File: src/rtl/init_pkg.sv
package init_pkg;
  typedef enum logic [2:0] {
    ST_START,
    ST_LOAD,
    ST_SHIFT,
    ST_GAP,
    ST_DONE
  } init_st_e;

  localparam int unsigned FRAME_W = 16;
  localparam int unsigned BYTE_W  = 8;
  localparam int unsigned N_DEV   = 3;
endpackage

File: src/rtl/init_entry_rom.sv
module init_entry_rom
  import init_pkg::*;
#(
  parameter int unsigned N_FE  = 4,
  parameter int unsigned N_TG  = 6,
  parameter int unsigned IDX_W = 4
) (
  input  logic [IDX_W-1:0]   idx_i,
  input  logic [7:0]         sw_i,
  input  logic [15:0]        dio_i,
  output logic [1:0]         dev_o,
  output logic [FRAME_W-1:0] frame_o
);
  logic [IDX_W-1:0] k;
  logic [10:0]      data;

  always_comb begin
    if (32'(idx_i) < N_FE) begin
      dev_o = 2'd0;
      k     = idx_i;
    end else if (32'(idx_i) < 2 * N_FE) begin
      dev_o = 2'd1;
      k     = idx_i - IDX_W'(N_FE);
    end else begin
      dev_o = 2'd2;
      k     = idx_i - IDX_W'(2 * N_FE);
    end
    if (dev_o != 2'd2) begin
      data = 11'd64 + (dev_o == 2'd1 ? 11'd16 : 11'd0) + 11'(k);
    end else begin
      case (k)
        IDX_W'(0): data = {3'b000, sw_i};
        IDX_W'(1): data = dio_i[10:0];
        IDX_W'(2): data = {6'b0, dio_i[15:11]};
        default:   data = 11'h200 + 11'(k);
      endcase
    end
    // bit 0 leaves first: write bit, address LSB first, data LSB first
    frame_o = {data, 4'(k), 1'b0};
  end
endmodule

File: src/rtl/init_byte_shifter.sv
module init_byte_shifter
  import init_pkg::*;
(
  input  logic              clk_i,
  input  logic              rst_ni,
  input  logic              load_i,
  input  logic [BYTE_W-1:0] byte_i,
  input  logic              shift_i,
  output logic              bit_o
);
  logic [BYTE_W-1:0] sreg_q;

  always_ff @(posedge clk_i or negedge rst_ni) begin
    if (!rst_ni)      sreg_q <= '0;
    else if (load_i)  sreg_q <= byte_i;
    else if (shift_i) sreg_q <= {1'b0, sreg_q[BYTE_W-1:1]};
  end

  assign bit_o = sreg_q[0];
endmodule

File: src/rtl/init_ctrl.sv
module init_ctrl
  import init_pkg::*;
#(
  parameter int unsigned N_ENT = 14,
  parameter int unsigned IDX_W = 4
) (
  input  logic             clk_i,
  input  logic             rst_ni,
  input  logic             restart_i,
  output init_st_e         st_o,
  output logic [IDX_W-1:0] idx_o,
  output logic             phase_o,
  output logic             capture_o,
  output logic             load_o,
  output logic             hi_load_o,
  output logic             shift_o
);
  localparam int unsigned BIT_W = $clog2(BYTE_W);

  init_st_e         st_q;
  logic [IDX_W-1:0] idx_q;
  logic [BIT_W-1:0] bit_q;
  logic             phase_q, hi_q;
  logic             last_bit;

  assign last_bit = (bit_q == BIT_W'(BYTE_W - 1));

  always_ff @(posedge clk_i or negedge rst_ni) begin
    if (!rst_ni) begin
      st_q <= ST_START; idx_q <= '0; bit_q <= '0; phase_q <= 1'b0; hi_q <= 1'b0;
    end else if (restart_i) begin
      st_q <= ST_START; idx_q <= '0; bit_q <= '0; phase_q <= 1'b0; hi_q <= 1'b0;
    end else begin
      case (st_q)
        ST_START: begin
          st_q  <= ST_LOAD;
          idx_q <= '0;
        end
        ST_LOAD: begin
          st_q <= ST_SHIFT; bit_q <= '0; phase_q <= 1'b0; hi_q <= 1'b0;
        end
        ST_SHIFT: begin
          phase_q <= ~phase_q;
          if (phase_q) begin
            if (last_bit) begin
              bit_q <= '0;
              if (hi_q) st_q <= ST_GAP;
              else      hi_q <= 1'b1;
            end else begin
              bit_q <= bit_q + 1'b1;
            end
          end
        end
        ST_GAP: begin
          if (idx_q == IDX_W'(N_ENT - 1)) st_q <= ST_DONE;
          else begin
            idx_q <= idx_q + 1'b1;
            st_q  <= ST_LOAD;
          end
        end
        default: st_q <= ST_DONE;
      endcase
    end
  end

  assign st_o      = st_q;
  assign idx_o     = idx_q;
  assign phase_o   = phase_q;
  assign capture_o = (st_q == ST_START) && !restart_i;
  assign hi_load_o = (st_q == ST_SHIFT) && phase_q && last_bit && !hi_q;
  assign load_o    = (st_q == ST_LOAD) || hi_load_o;
  assign shift_o   = (st_q == ST_SHIFT) && phase_q && !last_bit;
endmodule

File: src/rtl/reg_init_seq.sv
module reg_init_seq
  import init_pkg::*;
#(
  parameter int unsigned N_FE = 4,
  parameter int unsigned N_TG = 6
) (
  input  logic       clk_i,
  input  logic       rst_ni,
  input  logic       restart_i,
  input  logic [7:0] sw_i,
  input  logic [15:0] dio_i,
  output logic [2:0] sel_no,
  output logic       sclk_o,
  output logic       sdata_o,
  output logic       init_done_o
);
  localparam int unsigned N_ENT = 2 * N_FE + N_TG;
  localparam int unsigned IDX_W = $clog2(N_ENT);

  init_st_e         st;
  logic [IDX_W-1:0] idx;
  logic             phase, capture, load, hi_load, shift, ser_bit;
  logic [1:0]       dev;
  logic [FRAME_W-1:0] frame;
  logic [7:0]       sw_q;
  logic [15:0]      dio_q;
  logic             in_frame;

  // defaults frozen for the whole sequence
  always_ff @(posedge clk_i or negedge rst_ni) begin
    if (!rst_ni) begin
      sw_q <= '0; dio_q <= '0;
    end else if (capture) begin
      sw_q <= sw_i; dio_q <= dio_i;
    end
  end

  init_ctrl #(.N_ENT(N_ENT), .IDX_W(IDX_W)) i_ctrl (
    .clk_i, .rst_ni, .restart_i,
    .st_o(st), .idx_o(idx), .phase_o(phase), .capture_o(capture),
    .load_o(load), .hi_load_o(hi_load), .shift_o(shift)
  );

  init_entry_rom #(.N_FE(N_FE), .N_TG(N_TG), .IDX_W(IDX_W)) i_rom (
    .idx_i(idx), .sw_i(sw_q), .dio_i(dio_q), .dev_o(dev), .frame_o(frame)
  );

  init_byte_shifter i_shift (
    .clk_i, .rst_ni, .load_i(load),
    .byte_i(hi_load ? frame[FRAME_W-1:BYTE_W] : frame[BYTE_W-1:0]),
    .shift_i(shift), .bit_o(ser_bit)
  );

  assign in_frame = (st == ST_SHIFT);

  for (genvar d = 0; d < N_DEV; d++) begin : g_sel
    assign sel_no[d] = !(in_frame && dev == 2'(d));
  end

  assign sclk_o      = in_frame && phase;
  assign sdata_o     = in_frame && ser_bit;
  assign init_done_o = (st == ST_DONE);
endmodule

File: config.mk
export PLATFORM = sky130hd
export DESIGN_NAME = reg_init_seq
export DESIGN_NICKNAME = d
export VERILOG_FILES = /design/src/rtl/init_pkg.sv /design/src/rtl/init_entry_rom.sv /design/src/rtl/init_byte_shifter.sv /design/src/rtl/init_ctrl.sv /design/src/rtl/reg_init_seq.sv
export SDC_FILE = /design/constraint.sdc
export NUM_CORES = 1
export LEC_CHECK = 0
export BUFFER_PORTS_ARGS = -buffer_cell sky130_fd_sc_hd__buf_2
export CAP_MARGIN = 5
export CORE_ASPECT_RATIO = 1.5
export CORE_MARGIN = 2
export CORE_UTILIZATION = 56
export DETAILED_ROUTE_END_ITERATION = 7
export HOLD_SLACK_MARGIN = 0.15
export PLACE_DENSITY = 0.78
export SETUP_SLACK_MARGIN = 0.15
export SLEW_MARGIN = 20
export SYNTH_ARGS = -nofsm -noshare
export SYNTH_HDL_FRONTEND = slang
export SYNTH_SLANG_ARGS = --single-unit
File: constraint.sdc
create_clock -name clk_i -period 2.2 [get_ports clk_i]
set_input_delay 0.22 -clock clk_i [delete_from_list [all_inputs] [get_ports clk_i]]
set_output_delay 0.22 -clock clk_i [all_outputs]
set_load 0.02 [all_outputs]
# --- After elaboration in Yosys (flattened, before gate mapping) ---
# Cells that the tools add are included.
op_classes:
  eq_ne: 15
  bitwise: 1
  n_lt_le_gt_ge: 2
  reduce_logical: 26
  addsub: 7
  muxes: 29
op_table:
  columns: ["op", "count"]
  rows:
  - ["case mux 11 bit (3 select lines)", 1]
  - ["two-way mux 3 bit", 8]
  - ["two-way mux 8 bit", 3]
  - ["two-way mux 4 bit", 4]
  - ["case mux 3 bit (4 select lines)", 1]
  - ["adder 10 x 4 -> 11 bit, first input constant", 1]
  - ["adder 11 x 4 -> 11 bit", 1]
  - ["adder 7 x 11 -> 11 bit, first input constant", 1]
  - ["two-way mux 11 bit", 1]
  - ["logical AND 1 bit", 9]
  - ["inequality test 3 x 2 -> 1 bit, second input constant", 3]
  - ["case mux 4 bit (2 select lines)", 1]
  - ["== test 3 x 2 -> 1 bit, second input constant", 2]
  - ["== test 3 bit, second input constant", 2]
  - ["zero test 1 bit", 6]
  - ["case mux 3 bit (2 select lines)", 1]
  - ["AND reduction 3 bit", 2]
  - ["nonzero test 3 bit", 2]
  - ["two-way mux 5 bit", 1]
  - ["adder 4 x 1 -> 4 bit, second input constant", 1]
  - ["== test 4 x 1 -> 1 bit, second input constant", 1]
  - ["== test 4 x 2 -> 1 bit, second input constant", 1]
  - ["== test 4 bit, second input constant", 1]
  - ["zero test 4 bit", 1]
  - ["other kinds (19)", 25]
totals:
  register_bits: 44
  elab_cells: 88
  in_bits: 27
  out_inout_bits: 6

# --- Logic depth before layout (Yosys ltp) ---
depth:
  word_depth: 10
  mapped_depth: 8
  ltp_nobuf: 7

# --- Cells and area by module ---
# Synthesis repeated with hierarchy kept, for this count alone.
unflattened:
  cells_unflattened: 236
  area_unflattened_um2: 2628.8
by_module_without_submodules:
  columns: ["mod", "area_each_um2", "instances", "cells_each", "seq_area_each_um2"]
  rows:
  - ["reg_init_seq", 1147.4, 1, 68, 600.6]
  - ["init_ctrl", 787.0, 1, 89, 300.3]
  - ["init_byte_shifter", 369.1, 1, 34, 200.2]
  - ["init_entry_rom", 325.3, 1, 45, 0.0]

# --- Least setup slack after synthesis ---
# OpenSTA, ideal clock, no wires.
synth_path:
  kind: "reg2reg"
  from: "register i_ctrl.idx_q[0], in the netlist i_ctrl.idx_o[0]"
  to: "register i_shift.sreg_q[5]"
  arrival_ps: 1772
  stages_incl_launch_ff: 8
  setup_time_ps: 77
  period_less_slack_ps: 1850
  path_slack_ps: 350
  path_buffers: 1
  t_required_ps: 2123
  cell_sequence: "dfrtp_1 -> inv_1 -> ha_1 -> clkbuf_1 -> o31ai_2 -> a311oi_1 -> a221o_1 -> a21oi_1"
synth_between:
  elab_chain_len: 10
  elab_cells_between_ends: 21
  classes_between: "add/sub (5); order compare (2); eq/ne (4); mux (9); reduce/logical (1)"
synth_rtl:
  columns: ["element", "line", "source"]
  rows:
  - ["start, declared", "init_ctrl.sv:21", "logic [IDX_W-1:0] idx_q;"]
  - ["start signal, assigned", "init_ctrl.sv:57", "idx_q <= idx_q + 1'b1;"]
  - ["< comparator 4 bit", "init_entry_rom.sv:21", "end else if (32'(idx_i) < 2 * N_FE) begin"]
  - ["two-way mux 2 bit", "init_entry_rom.sv:21", null]
  - ["two-way mux 2 bit", "init_entry_rom.sv:18", "if (32'(idx_i) < N_FE) begin"]
  - ["== test 2 x 1 -> 1 bit", "init_entry_rom.sv:29", "data = 11'd64 + (dev_o == 2'd1 ? 11'd16 : 11'd0) + 11'(k);"]
  - ["two-way mux 5 bit", "init_entry_rom.sv:29", null]
  - ["adder 7 x 11 -> 11 bit", "init_entry_rom.sv:29", null]
  - ["adder 11 x 4 -> 11 bit", "init_entry_rom.sv:29", null]
  - ["two-way mux 11 bit (*)", "init_entry_rom.sv:28", "if (dev_o != 2'd2) begin"]
  - ["two-way mux 8 bit (*)", "reg_init_seq.sv:50", ".byte_i(hi_load ? frame[FRAME_W-1:BYTE_W] : frame[BYTE_W-1:0]),"]
  - ["two-way mux 8 bit (*)", "init_byte_shifter.sv:15", "else if (load_i) sreg_q <= byte_i;"]
  - ["end signal, assigned", "init_byte_shifter.sv:15", null]
  - ["end signal, assigned", "init_byte_shifter.sv:16", "else if (shift_i) sreg_q <= {1'b0, sreg_q[BYTE_W-1:1]};"]
  - ["end, declared", "init_byte_shifter.sv:11", "logic [BYTE_W-1:0] sreg_q;"]
# Every way passes the cells marked *; elsewhere a longest branch is shown, timed or not.
# A chain may end at the register's enable or synchronous reset.

# --- Worst setup path after layout ---
layout_path:
  from: "register i_ctrl.idx_q[1], in the netlist i_ctrl.idx_o[1]"
  to: "register i_shift.sreg_q[6]"
# Same word-level chain as after synthesis.

==> key figures <==
Run status
  – Run status: finished, final reports clean

Detailed routing
  – Routed WL per cell: about 16 um
  – Antenna Nets Post-Route: 0
  – Routed vias/inst: ~5.9
  – Vias post-DR: roughly 1,900
  – Residual DRC: 0
  – Detailed Routing Iterations Pass 1: 5
  – Detailed-route wire length: 5.206 mm
  – First-iteration detailed-routing DRC count: between 60 and 70

Min path
  – Hold Startpoint: dio_i[15]
  – WHS Endpoint: dio_q[15]
  – Hold depth: 2
  – Tightest Hold Check Type: in -> reg

Critical path
  – Crit path required time: ~2.4 ns
  – CP delay by family, top: compound AO/OA/AOI/OAI gates
  – Path depth of the worst reg2reg path: 7
  – Reg2reg end: i_shift.sreg_q[6]
  – R2r startpoint: i_ctrl.idx_o[1]
  – CP max stage cell: dfrtp_1
  – Number of buffers and inverters on the critical path: 2
  – Crit start category: register
  – Critical Path AT: 2.12 ns
  – CP endpoint kind: register
  – Internal reg-to-reg setup slack: about 0.26 ns
  – Crit path kind: reg -> reg
  – Slowest stage delay, CP: 0.45 ns
  – Highest net fanout along the worst path: 12
  – CP Cell Sequence: inv_1 -> ha_1 -> buf_4 -> a222oi_1 -> nand2b_1 -> a211oi_1 -> o22ai_1
  – Critical path origin: i_ctrl.idx_o[1]

Die
  – Initial Utilization: between 50 and 60%
  – Ports: 33
  – Rows: 28
  – Die Ht: between 80 and 90 um
  – Core Footprint: between 3000 and 4000 um^2
  – Die Footprint: around 4600 um^2
  – Die Span X: roughly 56 um

STA
  – Max Slew Vio Count: 0
  – Worst-Margin Slew: approximately 0.43 ns
  – Final hold slack: roughly 0.16 ns
  – Period utilization: between 80% and 90%
  – Count of final hold-check violations: 0
  – Achievable Freq: about 0.52 GHz
  – Headroom to the max-slew limit: about 70%
  – Minimum clock period: 1.939 ns
  – Sum Neg Setup Slack: 0 ns
  – Final setup vio count: 0
  – Clock skew: between 0.002 and 0.0025 ns
  – RSZ-0062 raised after global routing: true

CTS
  – Post-CTS Setup Bufs: 0
  – Clock Latency Late Sink: 0.30 ns
  – CTS Buffer Depth: 2
  – CTS root buffer: clkbuf_8
  – Max H-tree Level: 2
  – Clock slew at reported path FFs: about 0.08 ns
  – # clock sinks: 44
  – CTS tree: yes
  – CTS Buf Count: 5

Global route
  – GRT Overall Usage: approximately a quarter
  – Initial antenna violation count: 0
  – Number of global-route vias before repair: between 1,500 and 2,000
  – Grt ovf: 0
  – Met1 Track Usage GR: 27.85%
  – Global-route wire length before repair: slightly below 9 mm
  – Met3 Track Usage GR: under 10%
  – Global route hottest layer: met2
  – M2 GR Usage: 44.00%
  – Pin count of the biggest net entering global routing: 25

Finish
  – NumNets Final: just over 300
  – Share of cells above drive strength 1: 27.57%
  – Commonest non-fill, non-tap cells in the layout: 43 x dfrtp_1, 32 x buf_2, 22 x nor2_1, 22 x dlygate4sd3_1, 18 x a21oi_1
  – Synth-to-layout area growth: 24.85%
  – Ant diodes: 0
  – Commonest non-fill, non-tap cell in the layout: dfrtp_1

Power
  – Clock share of power: approximately a quarter
  – Lkg Pwr: 1.278 nW
  – Share of total power in sequential cells: 52.1%
  – Peak VDD IR: about 0.73 mV
  – Switching share of power: about 30%
  – Comb pwr share: between 20% and 30%
  – Psw: between 0.0006 and 0.0007 W
  – Pint: around 0.0015 W
  – Pwr dens: approximately 750 nW/um^2

Place
  – HPWL Detailed: between 3 and 4 mm
  – Routability cong.: 0.8555
  – IO buf count: 32

Synth
  – Gate Count Post-Synth: 213
  – Avg Inst Size Synth: between 10 and 15 um^2
  – Mapped cell area: 2271 um^2
  – YS warnings: 0
  – Asr flop ratio synth: 100.0%
  – Register area share after synthesis: between 40% and 50%
  – Number of synthesized flops with an enable pin: 0
  – Synth cell types: 47
  – Synth Net Count: between 200 and 250
  – Top FF cell, synth: dfrtp_1
  – Seq cells post-synth: 44

Flow run
  – # Max-Cap Violations: 0
## registers in the layout (all words and copies together) (netlist names)
register        count
i_ctrl.hi_q         1
i_ctrl.bit_q        3
i_ctrl.idx_o        4
sw_q                8
i_ctrl.st_o         3
i_ctrl.phase_o      1
dio_q              16
i_shift.sreg_q      8
## cells in the mapped netlist (2+ instances only)
cell / number / area share (%)
a21oi_1: 18 / 4.0
a222oi_1: 3 / 1.3
a22o_1: 3 / 1.2
a22oi_1: 5 / 1.7
a31oi_1: 3 / 0.83
and2_1: 2 / 0.55
and3_1: 2 / 0.55
buf_2: 3 / 0.66
buf_4: 2 / 0.66
clkbuf_1: 8 / 1.3
dfrtp_1: 44 / 48
ha_1: 6 / 3.3
inv_1: 6 / 0.99
mux2_1: 8 / 4.0
mux2_2: 16 / 7.9
mux2i_1: 2 / 0.88
nand2_1: 9 / 1.5
nand2b_1: 3 / 0.83
nand3_1: 4 / 0.88
nand4_1: 2 / 0.55
nor2_1: 22 / 3.6
nor2b_1: 4 / 1.1
nor3_1: 6 / 1.3
o21a_1: 2 / 0.66
o21ai_0: 7 / 1.5
o22ai_1: 2 / 0.55
## area by class of cell
| type | count | area (um^2) |
|---|---|---|
| clock buffer | 7 | 86.33 |
| timing repair buffer | 65 | 462.9 |
| fill | 285 | 1089 |
| multi-input combinational | 148 | 1094 |
| inverter | 7 | 26.28 |
| sequential | 44 | 1102 |
| tap | 45 | 56.30 |
| clock inverter | 1 | 7.507 |
## power groups by stage
stage / clock (W) / sequential (W) / combinational (W)
2_1_floorplan: 0 / 0.00107 / 0.000367
3_3_place_gp: 0 / 0.00112 / 0.000447
3_5_place_dp: 0 / 0.00113 / 0.000459
4_1_cts: 0.000540 / 0.00111 / 0.000494
5_1_grt: 0.000563 / 0.00114 / 0.000558
6_report: 0.000527 / 0.00112 / 0.000496
## cell families after synthesis
| kind of cell | count (synthesis) | synth area share [%] |
|---|---|---|
| flops | 44 | 48.49 |
| buf+inv | 21 | 4.297 |
| fa+ha+maj | 6 | 3.306 |
| compound gates | 56 | 16.58 |
| simple gates | 60 | 14.55 |
| mux | 26 | 12.78 |
## worst max-delay path by stage
stage,endpoint,cells past startpoint
2_1_floorplan,i_shift.sreg_q[5],7
3_3_place_gp,i_shift.sreg_q[6],8
3_5_place_dp,i_shift.sreg_q[6],7
4_1_cts,sel_no[0],4
5_1_grt,i_shift.sreg_q[6],7
6_report,i_shift.sreg_q[6],7
## metrics by stage
stage | instance area (um^2) | utilization (%) | power (W) | std cells | setup slack, ns
final | 2835 | 72.26 | 0.002139 | 317 | 0.2606
after floorplan | 2271 | - | 0.001439 | 213 | 0.3501
after detailed placement | 2499 | 63.68 | 0.001589 | 287 | 0.3077
after CTS | 2818 | 71.81 | 0.002147 | 317 | 0.1657
after global placement | 2499 | 63.68 | 0.001571 | 287 | 0.3368
after global routing | 2835 | 72.26 | 0.002261 | 317 | 0.1385
## timing repair
item                                   CTS  global route
endpoints found under the hold margin   32             0
hold buffers                            22             0
gates cloned                             0             0
gates resized for setup                  1             4
setup endpoints to repair                1             6
## metal layers
metal  wire length [um]  vias to the layer above
met5                  0                        -
met4                170                        0
met3                216                       17
met2               2783                       68
met1               2036                      893
li1                   -                      891
No activity file was read; power rests on OpenSTA's default activity.
